`config.mk`:
```
export PLATFORM = sky130hd
export DESIGN_NAME = port_irq_ctrl
export DESIGN_NICKNAME = d
export VERILOG_FILES = /design/src/rtl/port_irq_pkg.sv /design/src/rtl/irq_edge_latch.sv /design/src/rtl/irq_mask_reg.sv /design/src/rtl/irq_reg_port.sv /design/src/rtl/port_irq_ctrl.sv
export SDC_FILE = /design/constraint.sdc
export NUM_CORES = 1
export LEC_CHECK = 0
export BUFFER_PORTS_ARGS = -buffer_cell sky130_fd_sc_hd__buf_2
export CAP_MARGIN = 20
export CELL_PAD_IN_SITES_DETAIL_PLACEMENT = 1
export CELL_PAD_IN_SITES_GLOBAL_PLACEMENT = 2
export CORE_MARGIN = 2
export CORE_UTILIZATION = 37
export CTS_BUF_LIST = sky130_fd_sc_hd__clkbuf_4
export CTS_CLUSTER_SIZE = 20
export DETAILED_ROUTE_END_ITERATION = 12
export PLACE_DENSITY = 0.95
export SETUP_SLACK_MARGIN = 0.2
export SLEW_MARGIN = 15
export SYNTH_ARGS = -nofsm -noshare
export SYNTH_HDL_FRONTEND = slang
export SYNTH_SLANG_ARGS = --single-unit
export TNS_END_PERCENT = 10
```
`constraint.sdc`:
```
create_clock -name clk -period 4 [get_ports clk]
set_input_delay 0.6 -clock clk [delete_from_list [all_inputs] [get_ports clk]]
set_output_delay 0.6 -clock clk [all_outputs]
set_load 0.05 [all_outputs]
```
`src/rtl/port_irq_pkg.sv`:
```
`timescale 1ns/1ps
package port_irq_pkg;

  localparam int unsigned REG_ADDR_W = 2;

  typedef enum logic [REG_ADDR_W-1:0] {
    SEL_STATUS = 2'd0,
    SEL_MASK   = 2'd1,
    SEL_MSET   = 2'd2,
    SEL_MCLR   = 2'd3
  } reg_sel_e;

  // Fixed event positions in the 32-bit source vector
  localparam int unsigned EVT_PORT_ERR    = 4;
  localparam int unsigned EVT_ERR_GRP_LO  = 4;
  localparam int unsigned EVT_ERR_GRP_HI  = 7;
  localparam int unsigned EVT_BW_MGMT     = 11;
  localparam int unsigned EVT_LINK_UP     = 12;
  localparam int unsigned EVT_LINK_DOWN   = 14;
  localparam int unsigned EVT_MSI_ERR     = 18;
  localparam int unsigned EVT_RID_MAP_ERR = 22;
  localparam int unsigned EVT_CPL_TIMEOUT = 23;

endpackage

```
`src/rtl/irq_edge_latch.sv`:
```
`timescale 1ns/1ps
module irq_edge_latch #(
  parameter int unsigned WIDTH = 28
) (
  input  logic             clk,
  input  logic             rst_n,
  input  logic [WIDTH-1:0] src_i,
  input  logic [WIDTH-1:0] clr_i,
  output logic [WIDTH-1:0] stat_o
);

  logic [WIDTH-1:0] prev_q, prev_d;
  logic [WIDTH-1:0] stat_q, stat_d;
  logic [WIDTH-1:0] rise;
  logic             prev_en, stat_en;

  // A new edge wins over a clear in the same cycle
  always_comb begin
    rise    = src_i & ~prev_q;
    prev_d  = src_i;
    prev_en = |(src_i ^ prev_q);
    stat_d  = (stat_q & ~clr_i) | rise;
    stat_en = (|rise) | (|(clr_i & stat_q));
  end

  // prev resets to ones: a source high at reset release is no event
  always_ff @(posedge clk or negedge rst_n) begin
    if (!rst_n) begin
      prev_q <= '1;
      stat_q <= '0;
    end else begin
      if (prev_en) prev_q <= prev_d;
      if (stat_en) stat_q <= stat_d;
    end
  end

  assign stat_o = stat_q;

endmodule

```
`src/rtl/irq_mask_reg.sv`:
```
`timescale 1ns/1ps
module irq_mask_reg #(
  parameter int unsigned WIDTH = 32
) (
  input  logic             clk,
  input  logic             rst_n,
  input  logic [WIDTH-1:0] set_i,
  input  logic [WIDTH-1:0] clr_i,
  output logic [WIDTH-1:0] mask_o
);

  logic [WIDTH-1:0] mask_q, mask_d;
  logic             mask_en;

  always_comb begin
    mask_d  = (mask_q | set_i) & ~clr_i;
    mask_en = (|set_i) | (|clr_i);
  end

  always_ff @(posedge clk or negedge rst_n) begin
    if (!rst_n) begin
      mask_q <= '1;
    end else if (mask_en) begin
      mask_q <= mask_d;
    end
  end

  assign mask_o = mask_q;

endmodule

```
`src/rtl/irq_reg_port.sv`:
```
`timescale 1ns/1ps
module irq_reg_port
  import port_irq_pkg::*;
#(
  parameter int unsigned NUM_SRC   = 32,
  parameter int unsigned NUM_LEVEL = 4,
  localparam int unsigned EDGE_N   = NUM_SRC - NUM_LEVEL
) (
  input  logic                  wr_i,
  input  logic [REG_ADDR_W-1:0] addr_i,
  input  logic [NUM_SRC-1:0]    wdata_i,
  input  logic [NUM_SRC-1:0]    view_i,
  input  logic [NUM_SRC-1:0]    mask_i,
  output logic [EDGE_N-1:0]     stat_clr_o,
  output logic [NUM_SRC-1:0]    mset_o,
  output logic [NUM_SRC-1:0]    mclr_o,
  output logic [NUM_SRC-1:0]    rdata_o
);

  reg_sel_e sel;

  always_comb begin
    sel        = reg_sel_e'(addr_i);
    stat_clr_o = '0;
    mset_o     = '0;
    mclr_o     = '0;
    rdata_o    = '0;
    case (sel)
      SEL_STATUS: begin
        rdata_o = view_i;
        if (wr_i) stat_clr_o = wdata_i[NUM_SRC-1:NUM_LEVEL];
      end
      SEL_MASK: rdata_o = mask_i;
      SEL_MSET: if (wr_i) mset_o = wdata_i;
      SEL_MCLR: if (wr_i) mclr_o = wdata_i;
      default:  rdata_o = '0;
    endcase
  end

endmodule

```
`src/rtl/port_irq_ctrl.sv`:
```
`timescale 1ns/1ps
module port_irq_ctrl
  import port_irq_pkg::*;
#(
  parameter int unsigned NUM_SRC   = 32,
  parameter int unsigned NUM_LEVEL = 4,
  localparam int unsigned EDGE_N   = NUM_SRC - NUM_LEVEL
) (
  input  logic                  clk,
  input  logic                  rst_n,
  input  logic [NUM_SRC-1:0]    src_i,
  input  logic                  reg_wr_i,
  input  logic [REG_ADDR_W-1:0] reg_addr_i,
  input  logic [NUM_SRC-1:0]    reg_wdata_i,
  output logic [NUM_SRC-1:0]    reg_rdata_o,
  output logic                  irq_o
);

  logic [1:0]         rst_pipe;
  logic               rst_n_sync;
  logic [EDGE_N-1:0]  edge_stat;
  logic [EDGE_N-1:0]  stat_clr;
  logic [NUM_SRC-1:0] stat_view;
  logic [NUM_SRC-1:0] mask_vec;
  logic [NUM_SRC-1:0] mask_set;
  logic [NUM_SRC-1:0] mask_clr;

  // Assert asynchronously, release after two clocks
  always_ff @(posedge clk or negedge rst_n) begin
    if (!rst_n) rst_pipe <= '0;
    else        rst_pipe <= {rst_pipe[0], 1'b1};
  end
  assign rst_n_sync = rst_pipe[1];

  irq_edge_latch #(.WIDTH(EDGE_N)) u_latch (
    .clk    (clk),
    .rst_n  (rst_n_sync),
    .src_i  (src_i[NUM_SRC-1:NUM_LEVEL]),
    .clr_i  (stat_clr),
    .stat_o (edge_stat)
  );

  irq_mask_reg #(.WIDTH(NUM_SRC)) u_mask (
    .clk    (clk),
    .rst_n  (rst_n_sync),
    .set_i  (mask_set),
    .clr_i  (mask_clr),
    .mask_o (mask_vec)
  );

  generate
    if (NUM_LEVEL > 0) begin : g_level
      assign stat_view = {edge_stat, src_i[NUM_LEVEL-1:0]};
    end else begin : g_no_level
      assign stat_view = edge_stat;
    end
  endgenerate

  irq_reg_port #(.NUM_SRC(NUM_SRC), .NUM_LEVEL(NUM_LEVEL)) u_regs (
    .wr_i       (reg_wr_i),
    .addr_i     (reg_addr_i),
    .wdata_i    (reg_wdata_i),
    .view_i     (stat_view),
    .mask_i     (mask_vec),
    .stat_clr_o (stat_clr),
    .mset_o     (mask_set),
    .mclr_o     (mask_clr),
    .rdata_o    (reg_rdata_o)
  );

  assign irq_o = |(stat_view & ~mask_vec);

endmodule

```
# After elaboration in Yosys (flattened, before gate mapping)
# Index checks and enable logic that the tools add are counted.
# classes
mux	6
n_eq_ne	3
bitwise	14
reduce_logical	7
# op_table
op	n
32-bit 2-to-1 mux	3
32-bit OR reduction	3
28-bit bitwise AND	3
28-bit OR reduction	3
32-bit bitwise AND	2
32-bit inverter	2
32-bit case mux with 2 select lines	1
28-bit 2-to-1 mux	2
28-bit inverter	2
32-bit bitwise OR	1
28-bit bitwise OR	1
28-bit bitwise XOR	1
2-bit == test (second input constant)	2
2-bit by 1-bit == test with 1-bit output (second input constant)	1
2-bit logical NOT	1
1-bit bitwise OR	2
# word_totals
ff_bits	90
input_bits	69
output_inout_bits	33
word_cells	34

# Depth between registers and ports, before layout
# Gate-level depths: netlist of the first run.
# depth
word_depth	5
mapped_depth	9
mapped_depth_nobuf	7

# Modules after synthesis
# A second synthesis of the first run with hierarchy kept.
# hier_totals
hier_cells	540
area_unflattened_um2	5193.7
# by_module_without_submodules
module	cells_per_inst	area_per_inst_um2	n_inst	seq_area_each_um2
irq_edge_latch	208	2616.3	1	1436.4
irq_mask_reg	64	1161.1	1	840.8
irq_reg_port	212	1111.1	1	0.0
port_irq_ctrl	56	305.3	1	50.0

# Worst setup path before layout of the first run
# OpenSTA, ideal clock, no wires.
# synth_path
path_kind	input -> output
startpoint	input port reg_addr_i[0]
endpoint	output port reg_rdata_o[10]
arrival_time_ns	2.129
path_buffers	2
path_stages	4
slack_ns	1.271
required_time_ns	3.400
cell_sequence	clkbuf_1 -> clkbuf_1 -> mux2i_1 -> nor2_1
# synth_via
elab_chain_cells	2
elab_cells_between_ends	3
classes_between	eq/ne: 1; mux: 1; reduce/logical: 1
# synth_lines
item	line_no	source
start, declared	port_irq_ctrl.sv:13	input logic [REG_ADDR_W-1:0] reg_addr_i,
2-bit by 1-bit == test with 1-bit output or 2-bit logical NOT (tied branches)	irq_reg_port.sv:28	case (sel)
32-bit case mux with 2 select lines (*)	irq_reg_port.sv:28	
end, declared	port_irq_ctrl.sv:15	output logic [NUM_SRC-1:0] reg_rdata_o,
# Every way passes the cells marked *; elsewhere a longest branch is shown, timed or not.

# Final worst setup path of the first run
# layout_path
startpoint	register u_latch.prev_q[19]
endpoint	register u_latch.stat_q[25] (netlist: u_latch.stat_o[25])
# layout_via
elab_chain_cells	4
# layout_lines
item	line_no	source
start, declared	irq_edge_latch.sv:12	logic [WIDTH-1:0] prev_q, prev_d;
start signal, assigned	irq_edge_latch.sv:32	if (prev_en) prev_q <= prev_d;
28-bit inverter	irq_edge_latch.sv:19	rise = src_i & ~prev_q;
28-bit bitwise AND	irq_edge_latch.sv:19	
28-bit OR reduction	irq_edge_latch.sv:23	stat_en = (|rise) | (|(clr_i & stat_q));
1-bit bitwise OR	irq_edge_latch.sv:23	
end signal, assigned	irq_edge_latch.sv:33	if (stat_en) stat_q <= stat_d;
end, declared	irq_edge_latch.sv:13	logic [WIDTH-1:0] stat_q, stat_d;
# No other way between the ends.
# A chain may end at the register's enable or synchronous reset.

==> results of run 1 <==
==> power by group through the flow <==
stage	logic [mW]	registers [mW]	clock network, mW
3_3_place_gp	0.557	1.18	0
3_5_place_dp	0.581	1.19	0
2_1_floorplan	0.402	1.14	0
4_1_cts	0.584	1.17	0.543
5_1_grt	0.636	1.19	0.569
6_report	0.581	1.17	0.529
==> cells in the mapped netlist, types with 9 or more instances <==
| master | count |
|---|---|
| sky130_fd_sc_hd__dfstp_2 | 60 |
| sky130_fd_sc_hd__inv_1 | 60 |
| sky130_fd_sc_hd__nor2_1 | 60 |
| sky130_fd_sc_hd__a21oi_1 | 58 |
| sky130_fd_sc_hd__a31oi_1 | 32 |
| sky130_fd_sc_hd__mux2i_1 | 32 |
| sky130_fd_sc_hd__nand2_1 | 31 |
| sky130_fd_sc_hd__clkbuf_1 | 30 |
| sky130_fd_sc_hd__dfrtp_1 | 30 |
| sky130_fd_sc_hd__ha_1 | 28 |
| sky130_fd_sc_hd__nor4b_1 | 27 |
| sky130_fd_sc_hd__o21ai_1 | 20 |
| sky130_fd_sc_hd__o22ai_1 | 14 |
| sky130_fd_sc_hd__nor4_1 | 11 |
| sky130_fd_sc_hd__nand4_1 | 10 |
| sky130_fd_sc_hd__o21ai_0 | 9 |
==> flip-flops by register name, summed over array words and instances (netlist names) <==
signal,cells
rst_pipe,2
u_mask.mask_o,32
u_latch.prev_q,28
u_latch.stat_o,28
==> worst max-delay path: stages, from the launching register on <==
cell and delay, ns:
sky130_fd_sc_hd__dfstp_2 0.54, sky130_fd_sc_hd__inv_1 0.06, sky130_fd_sc_hd__ha_1 0.21, sky130_fd_sc_hd__nor4_1 0.55, sky130_fd_sc_hd__nand3_4 0.10, sky130_fd_sc_hd__or4_1 0.95
sky130_fd_sc_hd__a21oi_1 0.33
==> metal layers <==
metal | global-route usage [%] | vias to the layer above | part of all wire (%)
met1 | 30.7 | 2214 | 45
met3 | 5.42 | 19 | 6.0
met4 | 5.23 | 0 | 1.5
met2 | 37.6 | 149 | 47
met5 | 0 | - | 0
li1 | - | 2101 | -
==> kinds of logic after synthesis <==
group	share of synthesized area, %
muxes	6.36
buffers and inverters	7.53
and+or+nand+nor	15.3
DFF	46.2
other	0.0745
AOI/OAI and AO/OA	17.6
adders and majority gates	6.96
==> layout make-up <==
type | count | area [µm²]
Inverter | 60 | 225
Clock buffer | 11 | 82.6
Tap cell | 176 | 220
Multi-Input combinational cell | 357 | 2330
Sequential cell | 90 | 2330
Clock inverter | 5 | 56.3
Fill cell | 1609 | 7430
Timing Repair Buffer | 107 | 563
==> metrics by stage <==
step                util, %  cell area [µm²]  power [mW]  setup WS (ns)  hold slack [ns]
floorplan                 -             5030        1.55           1.27            0.304
global placement       42.6             5640        1.74           1.11            0.341
detailed placement     42.6             5640        1.77          0.996            0.338
CTS                    43.7             5790        2.30           1.12            0.257
global route           43.9             5810        2.39          0.972            0.284
finish                 43.9             5810        2.28           1.16            0.282
==> worst max path at each step <==
stage / startpoint / to / slack, ns / cells after the start
after CTS: u_latch.prev_q[19]$_DFFE_PN1P_ / u_latch.stat_o[25]$_DFFE_PN0P_ / 1.12 / 6
after detailed placement: src_i[22] / u_latch.stat_o[25]$_DFFE_PN0P_ / 1.0 / 6
final: u_latch.prev_q[19]$_DFFE_PN1P_ / u_latch.stat_o[25]$_DFFE_PN0P_ / 1.16 / 6
after global routing: u_latch.prev_q[19]$_DFFE_PN1P_ / u_latch.stat_o[13]$_DFFE_PN0P_ / 0.97 / 6
after global placement: src_i[23] / u_latch.stat_o[27]$_DFFE_PN0P_ / 1.11 / 6
after floorplan: reg_addr_i[0] / reg_rdata_o[10] / 1.27 / 4
==> repair_timing <==
action	in CTS	in global routing
resized for setup	0	0
hold buffers	1	0
endpoints found under the hold margin	2	0
==> placed cells by master, fill, tap and decap left out, types with 2 or more instances in the layout <==
master / synthesis / final
sky130_fd_sc_hd__a31oi_1: 32 / 32
sky130_fd_sc_hd__inv_1: 60 / 60
sky130_fd_sc_hd__buf_2: 0 / 100
sky130_fd_sc_hd__clkinv_2: 0 / 2
sky130_fd_sc_hd__a221oi_2: 4 / 4
sky130_fd_sc_hd__nand4_1: 10 / 10
sky130_fd_sc_hd__ha_1: 28 / 28
sky130_fd_sc_hd__o21ai_1: 20 / 20
sky130_fd_sc_hd__o22ai_1: 14 / 14
sky130_fd_sc_hd__a22oi_1: 2 / 2
sky130_fd_sc_hd__nor4_1: 11 / 11
sky130_fd_sc_hd__mux2i_1: 32 / 32
sky130_fd_sc_hd__nor4b_1: 27 / 27
sky130_fd_sc_hd__buf_4: 0 / 5
sky130_fd_sc_hd__clkbuf_4: 0 / 11
sky130_fd_sc_hd__a221oi_1: 4 / 4
sky130_fd_sc_hd__dfstp_2: 60 / 60
sky130_fd_sc_hd__nor3_1: 2 / 2
sky130_fd_sc_hd__dfrtp_1: 30 / 29
sky130_fd_sc_hd__nand2_1: 31 / 31
sky130_fd_sc_hd__nor2_1: 60 / 60
sky130_fd_sc_hd__a22o_1: 6 / 6
sky130_fd_sc_hd__o21ai_0: 9 / 9
sky130_fd_sc_hd__a21oi_1: 58 / 58
==> implementation parameters, run 1 <==
Parameter                              Value

CTS
  Clock-pin transition on the worst setup and hold timing paths    0.15 ns
  Worst-Skew Late Latency    0.47 ns
  Number of buffers on the longest clock path    2
  Post-CTS Setup Inserts    0
  Number of levels in the clock H-tree    3
  TritonCTS clock tree    yes
  Clock sink count    90
  Number of buffers created by CTS    9
  Master cell of the clock root buffer    sky130_fd_sc_hd__clkbuf_4

Status
  Status    complete, no violations

Worst setup path
  Data required time at the worst endpoint    4.39 ns
  Capturing element type of the critical path    register
  Max Fanout on Critical Path    28
  Arrival time of data at the critical path endpoint    3.22 ns
  Reg-to-Reg Start    u_latch.prev_q[19]$_DFFE_PN1P_
  Register-to-register setup slack    1.16 ns
  Reg2Reg Capture Point    u_latch.stat_o[25]$_DFFE_PN0P_
  Cell count of the worst reg-to-reg path    6
  Crit Path Category    register to register
  Type of origin of the critical path    register

Timing
  Final min period    2.84 ns
  Clock skew after layout    0.0115 ns
  Period utilization    70.9%
  Tightest Pin Transition    0.986 ns
  Max transition margin    34.2%
  Endpoints failing hold    0
  Total Negative Setup Slacks    0 ns
  Max-slew violation count    0
  Maximum achievable frequency    353 MHz
  Unrepaired setup endpoints after global routing    no
  Setup violators final    0

Power and ir drop
  Share of total power in sequential cells    51.4%
  Power share of the clock group    23.2%
  Internal power    1.46 mW
  Net switching fraction of the power    35.8%
  Total leakage power    2.79 nW
  Peak supply drop    0.201 mV
  PD cells    393 mW/mm²
  Psw    0.817 mW
  Combinational share of power    25.5%

Drt
  Per-cell via count in the routed design    5.56
  Drt first pass iters    4
  Via total after detailed routing    4483
  Iteration-0 DRC Markers    267
  Routed Wire Length    16.0 mm
  ANT nets after route    0
  Drt drc    0
  Post-DR wirelength/cell    19.8 µm

Hold path
  Type of the most critical hold path    primary input to register
  Worst hold path endpoint    u_mask.mask_o[0]$_DFFE_PN1P_
  Hold path cells    2
  Beginning of the worst hold path    reg_wdata_i[0]

GRT
  GR Overflow Total    0
  Initial antenna violation count    0
  Global router's overall resource usage    22.9%
  Global-route wire length before repair    25.6 mm
  Pin count of the biggest net entering global routing    68
  Vias in the first global route    4695

Final layout
  Post-synthesis to final-layout area growth    15.4%
  Fraction of layout instances using a drive strength above 1    30.0%
  Number of antenna cells inserted    0
  Number of standard cells in the layout, taps in and fillers out    806
  Post-layout net count    722

Yosys
  Synth area leaders    sky130_fd_sc_hd__dfstp_2 31%, sky130_fd_sc_hd__dfrtp_1 15%, sky130_fd_sc_hd__ha_1 7.0%
  Fraction of post-synthesis cell area in the top cell type by area    31.3%
  Cell type with the largest total area after synthesis    sky130_fd_sc_hd__dfstp_2
  Post-synthesis cell count    540
  Post-synthesis sequential element count    90
  Combined area of all synthesized cells    0.00503 mm²
  Post-synthesis async set-or-reset flop share    100%
  Synth unique cells    30
  Synthesized area divided by synthesized cell count    9.32 µm²
  Count of flip-flops with a built-in enable after synthesis    0
  Total number of yosys warnings    0
  Part of the Yosys area used for sequential elements    46.2%
  Most used DFF post-synth    sky130_fd_sc_hd__dfstp_2
  Net count after synthesis    637

Floorplanning
  Effective utilization at floorplan    38.0%
  Die Width    121 µm
  Die Area    0.0146 mm²
  Floorplan core area    0.0132 mm²
  I/O pin count    102
  Vertical extent of the die    121 µm
  Number of standard-cell rows in the floorplan    42

Placement
  Number of cells in the design after placement    788
  Total half-perimeter wirelength after legalization and detailed placement    12.3 mm
  Placer congestion estimate    0.871
  Quantity of I/O buffers inserted on ports    101

Run
  Maximum Capacitance Violations    0
Note: power is estimated with default switching activity, not from simulation.
==> run 2: changes to the inputs <==
CORE_UTILIZATION = 31   (was 37)
PLACE_DENSITY = 0.87   (was 0.95)
clock period = 2.34 ns   (was 4 ns; I/O delays follow)
==> implementation parameters, run 2 (same netlist as run 1, synthesis figures left out) <==
Parameter                              Value

Status
  Status    complete, no violations

Timing
  Unrepaired setup endpoints after global routing    yes
  Tightest Pin Transition    0.687 ns
  Maximum achievable frequency    432 MHz
  Worst hold margin    0.0352 ns
  Setup violators final    0
  Max-slew violation count    0
  Setup slack of the critical path after layout    0.0260 ns
  Period utilization    98.9%
  Clock skew after layout    0.0130 ns
  Max transition margin    54.2%
  Endpoints failing hold    0
  Final min period    2.31 ns

Power and ir drop
  Power share of the clock group    22.1%
  Net switching fraction of the power    37.0%
  Internal power    2.61 mW
  PD cells    618 mW/mm²
  Combinational share of power    29.8%
  Share of total power in sequential cells    48.2%
  Total leakage power    3.04 nW
  Peak supply drop    0.230 mV
  Psw    1.53 mW

CTS
  Worst-Skew Late Latency    0.49 ns
  Number of buffers created by CTS    9
  Clock sink count    90
  Clock-pin transition on the worst setup and hold timing paths    0.15 ns
  Number of buffers on the longest clock path    2
  TritonCTS clock tree    yes
  Master cell of the clock root buffer    sky130_fd_sc_hd__clkbuf_4
  Number of levels in the clock H-tree    3

Floorplanning
  Die Width    131 µm
  Vertical extent of the die    131 µm
  I/O pin count    102
  Floorplan core area    0.0159 mm²
  Number of standard-cell rows in the floorplan    46
  Effective utilization at floorplan    31.7%
  Die Area    0.0173 mm²

Final layout
  Area used by multi-input combinational logic    0.00278 mm²
  Number of antenna cells inserted    0
  Post-synthesis to final-layout area growth    33.0%
  Leading cell types in the layout, fill and taps excluded    99 x sky130_fd_sc_hd__buf_2, 60 x sky130_fd_sc_hd__nor2_1, 60 x sky130_fd_sc_hd__dfstp_2
  Area of all sequential standard cells    0.00233 mm²
  Fraction of layout instances using a drive strength above 1    45.1%
  Post-layout net count    757
  Max reg flops    32
  Most common cell after layout, fill and taps aside    sky130_fd_sc_hd__buf_2
  Filler instances    1880
  Number of standard cells in the layout, taps in and fillers out    881

Worst setup path
  Data required time at the worst endpoint    1.99 ns
  Max Fanout on Critical Path    4
  Type of origin of the critical path    register
  Capturing element type of the critical path    output port
  Arrival time of data at the critical path endpoint    1.96 ns
  Crit Path Category    register to output port

Hold path
  Type of the most critical hold path    primary input to register

Placement
  Total half-perimeter wirelength after legalization and detailed placement    13.3 mm
  Number of cells in the design after placement    845
  Quantity of I/O buffers inserted on ports    101
  Worst Setup Slack post-DPL    0.0380 ns
  Placer congestion estimate    0.880

GRT
  GR Overflow Total    0
  Pin count of the biggest net entering global routing    48
  Global-route wire length before repair    28.4 mm
  Initial antenna violation count    0
  Vias in the first global route    4934
  Global router's overall resource usage    21.2%

Drt
  Iteration-0 DRC Markers    259
  ANT nets after route    0
  Routed Wire Length    18.4 mm
  Drt first pass iters    4
  Per-cell via count in the routed design    5.36
  Via total after detailed routing    4721
  Drt drc    0
  Post-DR wirelength/cell    20.9 µm

Run
  Maximum Capacitance Violations    0
==> run 2: changes by cell type in the layout (fill, tap and decap cells not counted), sizes merged <==
cell	delta
clkbuf	-1
clkinvlp	-1
buf	+34
inv	+2
clkinv	+1
==> run 2: area by class of cell <==
type	instances	share of cell area, %
Clock buffer	9	1.01
Clock inverter	7	1.01
Multi-Input combinational cell	357	41.5
Sequential cell	90	34.9
Tap cell	216	4.04
Inverter	60	3.36
Timing Repair Buffer	142	14.2
==> run 2: power groups by stage <==
stage	Combinational, mW	Sequential (mW)	Clock [mW]
3_5_place_dp	1.05	2.01	0
2_1_floorplan	0.687	1.95	0
6_report	1.23	1.99	0.913
4_1_cts	1.14	1.99	0.947
5_1_grt	1.33	2.02	1.00
3_3_place_gp	1.02	2.00	0
==> run 2: layer usage <==
layer,GRT usage (%),part of all wire [%],vias up
met4,5.37,1.9,0
met3,5.05,5.0,26
li1,-,-,2179
met2,34.8,49,150
met1,28.1,44,2366
met5,0,0,-
==> run 2: path summary, 6_finish.rpt <==
kind                                           startpoint                        endpoint  cells after the start  slack (ns)
hold reg to reg                     rst_pipe[0]$_DFF_PN0_           rst_pipe[1]$_DFF_PN0_                      0        0.37
max in group asynchronous           rst_pipe[1]$_DFF_PN0_   u_latch.prev_q[9]$_DFFE_PN1P_                      1        1.20
hold / removal                             reg_wdata_i[1]    u_mask.mask_o[1]$_DFFE_PN1P_                      2        0.04
setup / recovery           u_latch.stat_o[18]$_DFFE_PN0P_                           irq_o                      6        0.03
setup reg to reg           u_latch.stat_o[24]$_DFFE_PN0P_  u_latch.stat_o[13]$_DFFE_PN0P_                      7        0.05
min in group asynchronous                           rst_n           rst_pipe[1]$_DFF_PN0_                      2        0.15
==> run 2: stage by stage <==
| step | area [µm²] | utilization [%] | setup TNS (ns) | total power, mW |
|---|---|---|---|---|
| floorplan | 5040 | - | 0 | 2.64 |
| global placement | 5870 | 37.0 | 0 | 3.03 |
| detailed placement | 5870 | 37.0 | 0 | 3.07 |
| CTS | 6370 | 40.1 | 0 | 4.08 |
| global route | 6700 | 42.2 | -0.0760 | 4.35 |
| finish | 6700 | 42.2 | 0 | 4.14 |
==> run 2: worst max-delay path: stages (launching register included) <==
cell	delay, ns
sky130_fd_sc_hd__dfrtp_2	0.49
sky130_fd_sc_hd__inv_1	0.11
sky130_fd_sc_hd__o22ai_4	0.09
sky130_fd_sc_hd__nor4_4	0.32
sky130_fd_sc_hd__and3_4	0.24
sky130_fd_sc_hd__nand3_4	0.07
sky130_fd_sc_hd__buf_8	0.17
==> run 2: timing repair <==
action,4_1_cts,5_1_grt
resized for setup,45,60
hold endpoints to repair,2,0
setup buffers,11,5
hold buffers,1,0
pin swaps,16,37
cloned,2,1
setup endpoints to repair,29,29
